==> src/rtl/wvs_pkg.sv <==
`timescale 1ns/1ps
package wvs_pkg;
    localparam int WAYS   = 4;
    localparam int PAIR_W = WAYS * (WAYS - 1) / 2;
    localparam int IDX_W  = $clog2(PAIR_W);

    typedef logic [PAIR_W-1:0] pair_t;

    typedef struct packed {
        logic w3_load;
        logic w3_lock;
        logic w2_load;
        logic w2_lock;
    } lockctl_t;

    typedef enum logic [2:0] {
        CH_IDLE,
        CH_HIT,
        CH_PIN3,
        CH_PIN2,
        CH_LRU
    } choice_e;

    // position of ordered pair (i<j) inside the matrix
    function automatic logic [IDX_W-1:0] pair_idx(input int i, input int j);
        return IDX_W'(i * WAYS - (i * (i + 1)) / 2 + (j - i - 1));
    endfunction

    // bit set means the lower way was used after the higher one
    function automatic logic older(input pair_t s, input int a, input int b);
        if (a < b) return !s[pair_idx(a, b)];
        else       return s[pair_idx(b, a)];
    endfunction

    function automatic pair_t touch(input pair_t s, input int w);
        pair_t r;
        r = s;
        for (int i = 0; i < WAYS; i++) begin
            for (int j = i + 1; j < WAYS; j++) begin
                if (i == w)      r[pair_idx(i, j)] = 1'b1;
                else if (j == w) r[pair_idx(i, j)] = 1'b0;
            end
        end
        return r;
    endfunction

    function automatic logic [1:0] pick_lru(input pair_t s, input logic [WAYS-1:0] cand);
        logic [1:0] r;
        logic       found;
        logic       ok;
        r     = 2'd0;
        found = 1'b0;
        for (int w = 0; w < WAYS; w++) begin
            if (cand[w] && !found) begin
                ok = 1'b1;
                for (int k = 0; k < WAYS; k++) begin
                    if (k != w && cand[k] && !older(s, w, k)) ok = 1'b0;
                end
                if (ok) begin
                    r     = 2'(w);
                    found = 1'b1;
                end
            end
        end
        return r;
    endfunction
endpackage

==> src/rtl/wvs_ctrl_reg.sv <==
`timescale 1ns/1ps
module wvs_ctrl_reg
    import wvs_pkg::*;
(
    input  logic        clk,
    input  logic        rst_n,
    input  logic        we,
    input  lockctl_t    wr_bits,
    output lockctl_t    ctl_q,
    output logic [31:0] rdata
);
    always_ff @(posedge clk) begin
        if (!rst_n) begin
            ctl_q <= '0;
        end else if (we) begin
            ctl_q <= wr_bits;
        end
    end

    always_comb begin
        rdata    = '0;
        rdata[9] = ctl_q.w3_load;
        rdata[8] = ctl_q.w3_lock;
        rdata[1] = ctl_q.w2_load;
        rdata[0] = ctl_q.w2_lock;
    end
endmodule

==> src/rtl/wvs_lru_store.sv <==
`timescale 1ns/1ps
module wvs_lru_store
    import wvs_pkg::*;
#(
    parameter int SETS  = 16,
    localparam int SET_W = $clog2(SETS)
) (
    input  logic             clk,
    input  logic             rst_n,
    input  logic [SET_W-1:0] rd_set,
    output pair_t            rd_state,
    input  logic             upd_en,
    input  logic [SET_W-1:0] upd_set,
    input  logic [1:0]       upd_way
);
    pair_t lru_q [SETS];

    always_ff @(posedge clk) begin
        if (!rst_n) begin
            for (int s = 0; s < SETS; s++) lru_q[s] <= '0;
        end else if (upd_en) begin
            lru_q[upd_set] <= touch(lru_q[upd_set], int'(upd_way));
        end
    end

    assign rd_state = lru_q[rd_set];
endmodule

==> src/rtl/wvs_victim_pick.sv <==
`timescale 1ns/1ps
module wvs_victim_pick
    import wvs_pkg::*;
(
    input  logic       lock_mode,
    input  lockctl_t   ctl,
    input  logic       acc_valid,
    input  logic       acc_pref,
    input  logic       acc_hit,
    input  pair_t      lru_state,
    output choice_e    choice,
    output logic       fill_en,
    output logic [1:0] fill_way
);
    logic [WAYS-1:0] cand;
    logic [1:0]      lru_way;
    logic            pin3_ok;
    logic            pin2_ok;

    assign pin3_ok = acc_pref && lock_mode && ctl.w3_lock && ctl.w3_load;
    assign pin2_ok = acc_pref && lock_mode && ctl.w2_lock && ctl.w2_load;

    always_comb begin
        if (lock_mode && !acc_pref) cand = {~ctl.w3_lock, ~ctl.w2_lock, 2'b11};
        else                        cand = '1;
    end

    assign lru_way = pick_lru(lru_state, cand);

    always_comb begin
        if (!acc_valid)   choice = CH_IDLE;
        else if (acc_hit) choice = CH_HIT;
        else if (pin3_ok) choice = CH_PIN3;
        else if (pin2_ok) choice = CH_PIN2;
        else              choice = CH_LRU;
    end

    always_comb begin
        unique case (choice)
            CH_IDLE, CH_HIT: begin
                fill_en  = 1'b0;
                fill_way = 2'd0;
            end
            CH_PIN3: begin
                fill_en  = 1'b1;
                fill_way = 2'd3;
            end
            CH_PIN2: begin
                fill_en  = 1'b1;
                fill_way = 2'd2;
            end
            CH_LRU: begin
                fill_en  = 1'b1;
                fill_way = lru_way;
            end
            default: begin
                fill_en  = 1'b0;
                fill_way = 2'd0;
            end
        endcase
    end
endmodule

==> src/rtl/way_victim_sel.sv <==
`timescale 1ns/1ps
module way_victim_sel
    import wvs_pkg::*;
#(
    parameter int SETS  = 16,
    localparam int SET_W = $clog2(SETS)
) (
    input  logic             clk,
    input  logic             rst_n,
    input  logic             lock_mode,
    input  logic             csr_we,
    input  logic [31:0]      csr_wdata,
    output logic [31:0]      csr_rdata,
    input  logic             acc_valid,
    input  logic             acc_pref,
    input  logic             acc_hit,
    input  logic [1:0]       acc_hit_way,
    input  logic [SET_W-1:0] acc_set,
    output logic             fill_en,
    output logic [1:0]       fill_way
);
    lockctl_t   ctl_q;
    lockctl_t   wr_bits;
    pair_t      cur_state;
    choice_e    choice;
    logic       upd_en;
    logic [1:0] upd_way;
    logic       unused_wbits;

    assign wr_bits      = '{w3_load: csr_wdata[9], w3_lock: csr_wdata[8],
                            w2_load: csr_wdata[1], w2_lock: csr_wdata[0]};
    assign unused_wbits = ^{csr_wdata[31:10], csr_wdata[7:2]};

    wvs_ctrl_reg u_ctrl (
        .clk     (clk),
        .rst_n   (rst_n),
        .we      (csr_we),
        .wr_bits (wr_bits),
        .ctl_q   (ctl_q),
        .rdata   (csr_rdata)
    );

    wvs_lru_store #(.SETS(SETS)) u_lru (
        .clk      (clk),
        .rst_n    (rst_n),
        .rd_set   (acc_set),
        .rd_state (cur_state),
        .upd_en   (upd_en),
        .upd_set  (acc_set),
        .upd_way  (upd_way)
    );

    wvs_victim_pick u_pick (
        .lock_mode (lock_mode),
        .ctl       (ctl_q),
        .acc_valid (acc_valid),
        .acc_pref  (acc_pref),
        .acc_hit   (acc_hit),
        .lru_state (cur_state),
        .choice    (choice),
        .fill_en   (fill_en),
        .fill_way  (fill_way)
    );

    assign upd_en  = (choice == CH_HIT) || fill_en;
    assign upd_way = (choice == CH_HIT) ? acc_hit_way : fill_way;
endmodule

==> config.mk <==
export PLATFORM = sky130hd
export DESIGN_NAME = way_victim_sel
export DESIGN_NICKNAME = d
export VERILOG_FILES = /design/src/rtl/wvs_pkg.sv /design/src/rtl/wvs_ctrl_reg.sv /design/src/rtl/wvs_lru_store.sv /design/src/rtl/wvs_victim_pick.sv /design/src/rtl/way_victim_sel.sv
export SDC_FILE = /design/constraint.sdc
export NUM_CORES = 1
export LEC_CHECK = 0
export ABC_AREA = 1
export BUFFER_PORTS_ARGS = -buffer_cell sky130_fd_sc_hd__buf_2
export CORE_UTILIZATION = 60
export CTS_CLUSTER_DIAMETER = 80
export CTS_CLUSTER_SIZE = 8
export DETAILED_ROUTE_END_ITERATION = 10
export GPL_ROUTABILITY_DRIVEN = 0
export GPL_TIMING_DRIVEN = 0
export PLACE_DENSITY_LB_ADDON = 0.25
export REMOVE_ABC_BUFFERS = 1
export SLEW_MARGIN = 0
export SYNTH_ARGS = -nofsm -noshare
export SYNTH_HDL_FRONTEND = slang
export SYNTH_SLANG_ARGS = --single-unit
==> constraint.sdc <==
create_clock -name clk -period 5.75 [get_ports clk]
set_clock_uncertainty 0.15 [all_clocks]
set_input_delay 0.575 -clock clk [delete_from_list [all_inputs] [get_ports clk]]
set_output_delay 0.575 -clock clk [all_outputs]
set_load 0.005 [all_outputs]
# == Yosys cells after proc, flatten, opt, wreduce, memory -nomap -nowiden ==
# Memory sizes are Yosys's and may differ from the RTL's.
# Cells that the tools add are included.
# totals
in_bits,45
output_inout_bits,35
register_bits,4
n_memories,1
latchBits,0
romBits,0
word_cells,140
mem_bits_rw,96
# op_classes
mul,0
div,0
n_reduce_logical,47
eq_ne,7
n_shift,0
muxes,79
n_addsub,0
order_cmp,0
n_bitwise,2
# memory_table
name,words,width,read_ports,rd_ports_with_merged_regs,write_ports,line_no,text
u_lru.lru_q,16,6,1,0,16,wvs_lru_store.sv:16,pair_t lru_q [SETS];
# op_table
op,count
$mux 1,65
$logic_not 1->1,22
$logic_and 1x1->1,21
$mux 2,6
$mux 3,4
$mux 4,2
$eq 3x2->1 const B,2
$mux 6,1
$pmux 2 s3,1
$reduce_or 6->1,1
$eq 2x2->1 const A,2
$eq 3x1->1 const B,1
$eq 3x3->1 const B,1
$reduce_or 3->1,1
$eq 1x2->1 const A,1
$logic_not 2->1,1
$not 1->1,2
$logic_or 1x1->1,1

# == Depth between registers and ports, before layout ==
# logic_depth
depth_word,53
mapped_depth,20
mapped_depth_nobuf,17

# == Modules after synthesis ==
# Synthesis repeated with hierarchy kept, for this count alone.
# hier_totals
cells_unflattened,853
hier_area_um2,6263.5
# modules_own_cells
module,instances,area_per_inst_um2,cells_per_inst,seq_area_each_um2
wvs_lru_store,1,5637.9,748,2882.8
wvs_ctrl_reg,1,410.4,58,80.1
wvs_victim_pick,1,162.7,36,0.0
way_victim_sel,1,52.6,11,0.0

# == Worst setup path before layout ==
# No wires, ideal clock.
# synth_path
kind,input -> register
from,in acc_set[0]
to,"mem u_lru.lru_q[4][3] (netlist name), data pin"
stages,19
setup_time_ps,258
t_required_ps,5342
t_arrival_ps,2151
slack_ps,3191
n_path_buf,3
path_cell_list,buf_4 -> buf_4 -> nand2_1 -> nand2_1 -> nand2_1 -> nand2_1 -> nand2_1 -> nand2_1 -> nor2_1 -> nand2_1 -> nand3_2 -> nand2_1 -> nand2_1 -> nand3_2 -> inv_2 -> nand2_1 -> nand2_2 -> buf_6 -> nor2_2
# synth_lines
item,line_no,text
"start, declared",way_victim_sel.sv:18,"input logic [SET_W-1:0] acc_set,"
"end, declared",wvs_lru_store.sv:16,

# == Worst setup path in the final report ==
# layout_path
from,in acc_set[0]
to,out fill_way[1]
# layout_between
elab_chain_len,21
elab_cells_between_ends,76
classes_between,39 x mux; 36 x reduce/logical; 1 x memory
# layout_rtl
item,line_no,text
$mem_v2 16x6 (*),-,
$logic_not 1->1,wvs_pkg.sv:31,"if (a < b) return !s[pair_idx(a, b)];"
$mux 1,wvs_pkg.sv:54,if (cand[w] && !found) begin
$logic_not 1->1,wvs_pkg.sv:57,"if (k != w && cand[k] && !older(s, w, k)) ok = 1'b0;"
$logic_and 1x1->1,wvs_pkg.sv:57,
$mux 1 (3 in series),wvs_pkg.sv:57,
$mux 1,wvs_pkg.sv:54,
$mux 1,wvs_pkg.sv:59,if (ok) begin
[3 not listed],-,
$mux 1,wvs_pkg.sv:54,
$logic_not 1->1,wvs_pkg.sv:54,
$logic_and 1x1->1,wvs_pkg.sv:54,
$mux 1,wvs_pkg.sv:54,
$logic_not 1->1,wvs_pkg.sv:54,
$logic_and 1x1->1,wvs_pkg.sv:54,
$mux 2 (*),wvs_pkg.sv:54,
$pmux 2 s3 (*),wvs_victim_pick.sv:39,unique case (choice)
"end, declared",way_victim_sel.sv:20,output logic [1:0] fill_way
# Mark *: on every way between the ends. The rest lies on a longest branch, timed or not. The select of a mux whose other input is x is not followed.

==> impl_metrics.json <==
{
  "die_width_um": 94.7,
  "post_cts_buffers": 0,
  "worst_setup_hold_path_clk_slew_ns": 0.09,
  "antenna-diode-count": 0,
  "final_layout_size_suffix_gt1_share_pct": 10.8,
  "drc_errors": 0,
  "power_per_standard_cell_area_nw_per_um2": 287,
  "grt_util_met3_pct": 5.80,
  "max_freq_ghz": 0.249,
  "finalWirelength_mm": 11.4,
  "irDropWorstVdd_v": 0.000179,
  "synth_simple_gate_area_share_pct": 30.5,
  "numnets_final": 644,
  "crit_path_start_kind": "primary input",
  "synth-edff-count": 96,
  "synth_sequential_area_ratio_pct": 57.5,
  "netlist-cell-type-count": 26,
  "starting_density_pct": 62.4,
  "mappedNetlistArea_um2": 5150,
  "final_min_period_over_clock_period_pct": 69.9,
  "firstDrtPassIters": 5,
  "groute.layer.met1.usage_pct": 34.3,
  "critPathArrivalTime_ns": 3.29,
  "ctsHoldBuffers": 0,
  "grtUsageMet2_pct": 47.2,
  "layout_commonest_cell": "sky130_fd_sc_hd__nand2_1",
  "max_slew.worst_pin.slew_ns": 0.899,
  "share_of_flip_flops_with_an_asynchronous_set_or_reset_pct": 0,
  "synth.yosys.warnings": 0,
  "initial_drc_count": 201,
  "grt_use_total_pct": 27.8,
  "crit_fanout": 43,
  "grt_start_max_net_pins": 44,
  "placement_stage_worst_setup_slack_ns": 1.42,
  "outcome": "finished clean",
  "viasPerCell": 5.50,
  "dpl-instance-area_um2": 5130,
  "areaGrowthSynthToFinish_pct": 4.15,
  "cts_max_level": 3,
  "timing.max_cap.violations": 0,
  "globalRoute.busiestLayer": "met2",
  "p_leak_nw": 2.38,
  "final.min_clock_period_ns": 4.02,
  "die_area_um2": 8960,
  "hold_viol_final": 0,
  "synth_top_flop_cell": "sky130_fd_sc_hd__edfxtp_1",
  "overflow": 0,
  "num_rows": 33,
  "wl_per_cell_um": 16.1,
  "die-height_um": 94.7,
  "ant_nets": 0,
  "post_cts.resized_instances": 0,
  "cp-end-kind": "output port",
  "grt_pass1_vias": 3590,
  "cts-root-to-sink-buffers": 2,
  "number_of_synthesized_register_bits": 100,
  "worst-endpoint-required_ns": 5.03,
  "total_power_mw": 1.54,
  "cts_root_buffer": "sky130_fd_sc_hd__clkbuf_8",
  "timing.setup.critical_path_class": "primary input to output port",
  "tns_ns": 0,
  "numPortBuffers": 23,
  "dp_hpwl_mm": 7.50,
  "clk-insertion-delay-late_ns": 0.37,
  "cts_tree": "yes",
  "num_io_pins": 80,
  "holdCritPathClass": "primary input to register",
  "post_synth.cell_area_avg_um2": 8.75,
  "finalMaxSlewViolations": 0,
  "wire_length_of_the_first_global_routing_pass_mm": 17.9,
  "syn-instance-count": 589,
  "muxShareOfSynthArea_pct": 0,
  "grt_setup_unrepaired": "false",
  "routed-via-count": 3896,
  "synth-compound-area-share_pct": 3.23,
  "clkSinkCount": 100,
  "core_area_um2": 8260,
  "grt_antenna_before_repair": 0,
  "synthAdderAreaFrac_pct": 0,
  "finalSetupViolCount": 0,
  "most-common-layout-cells": "sky130_fd_sc_hd__nand2_1, sky130_fd_sc_hd__edfxtp_1, sky130_fd_sc_hd__nor2_1",
  "final_area_um2": 5370,
  "timing.max_slew.rel_slack_pct": 40.1,
  "synth_xor_xnor_area_share_pct": 0,
  "main_combinational_cell_family_by_area_after_synthesis": "simple AND/OR/NAND/NOR gates",
  "finalWorstSetupSlack_ns": 1.73,
  "cts_made_buffers": 9
}
-- worst max-delay path: stages --
cell and delay [ns]:
sky130_fd_sc_hd__buf_2 0.63, sky130_fd_sc_hd__inv_4 0.34, sky130_fd_sc_hd__nor2_1 0.78, sky130_fd_sc_hd__nand2_1 0.11
sky130_fd_sc_hd__nand3_1 0.15, sky130_fd_sc_hd__nand2_1 0.09, sky130_fd_sc_hd__nand4_1 0.15, sky130_fd_sc_hd__nand3_1 0.11
sky130_fd_sc_hd__nand3_2 0.11, sky130_fd_sc_hd__nand2_1 0.08, sky130_fd_sc_hd__inv_1 0.07, sky130_fd_sc_hd__buf_2 0.10
-- flip-flops by register name, indices dropped and copies added, names as in the netlist --
signal,flops
u_lru.lru_q,96
u_ctrl.ctl_q,4
-- logic make-up after synthesis --
logic type      count (synthesis)
compound gates                 30
buf+inv                        71
flops                         100
other cells                     1
simple gates                  387
-- synth_stat cells (8+ instances only) --
cell type	number	share of area, %
sky130_fd_sc_hd__a21oi_1	19	1.8
sky130_fd_sc_hd__inv_1	14	1.0
sky130_fd_sc_hd__nand2_2	8	0.97
sky130_fd_sc_hd__edfxtp_1	96	56
sky130_fd_sc_hd__nand2_1	248	18
sky130_fd_sc_hd__nor2_2	10	1.2
sky130_fd_sc_hd__buf_4	36	5.2
sky130_fd_sc_hd__nand3_1	17	1.7
sky130_fd_sc_hd__nor2_1	85	6.2
sky130_fd_sc_hd__nor3_1	8	0.78
-- area by class of cell --
| cell class | count | area [um2] |
|---|---|---|
| Clock inverter | 6 | 111 |
| Fill cell | 709 | 2890 |
| Timing Repair Buffer | 23 | 115 |
| Clock buffer | 10 | 128 |
| Sequential cell | 100 | 2960 |
| Inverter | 20 | 77.6 |
| Tap cell | 105 | 131 |
| Multi-Input combinational cell | 445 | 1840 |
-- report_power, final --
part / leakage [nW] / switching [mW] / internal [mW] / total [mW]
logic: 1.23 / 0.136 / 0.0364 / 0.173
registers: 1.03 / 0.00983 / 0.826 / 0.835
clock network: 0.117 / 0.243 / 0.290 / 0.533
-- path summary, 6_finish.rpt --
kind | startpoint | end | slack (ns) | cells past startpoint
hold reg to reg | u_ctrl.ctl_q[0]$_SDFFE_PN0P_ | u_ctrl.ctl_q[0]$_SDFFE_PN0P_ | 0.36 | 2
setup reg to reg | u_lru.lru_q[0][4]$_SDFFCE_PN0P_ | u_lru.lru_q[10][3]$_SDFFCE_PN0P_ | 3.17 | 16
hold / removal | csr_wdata[9] | u_ctrl.ctl_q[3]$_SDFFE_PN0P_ | 0.28 | 3
setup / recovery | acc_set[0] | fill_way[1] | 1.73 | 12
-- stage by stage --
stage	hold slack [ns]	instances	utilization [%]
detailed placement	0.346	693	62.1
global route	0.282	709	65.0
floorplan	0.328	565	-
finish	0.280	709	65.0
global placement	0.342	693	62.1
CTS	0.275	709	65.0
-- layer usage --
metal	share of wire [%]	vias up
li1	-	1873
met1	40	1839
met2	50	156
met3	6.9	28
met4	2.8	0
met5	0	-
No activity file was read; power rests on OpenSTA's default activity.
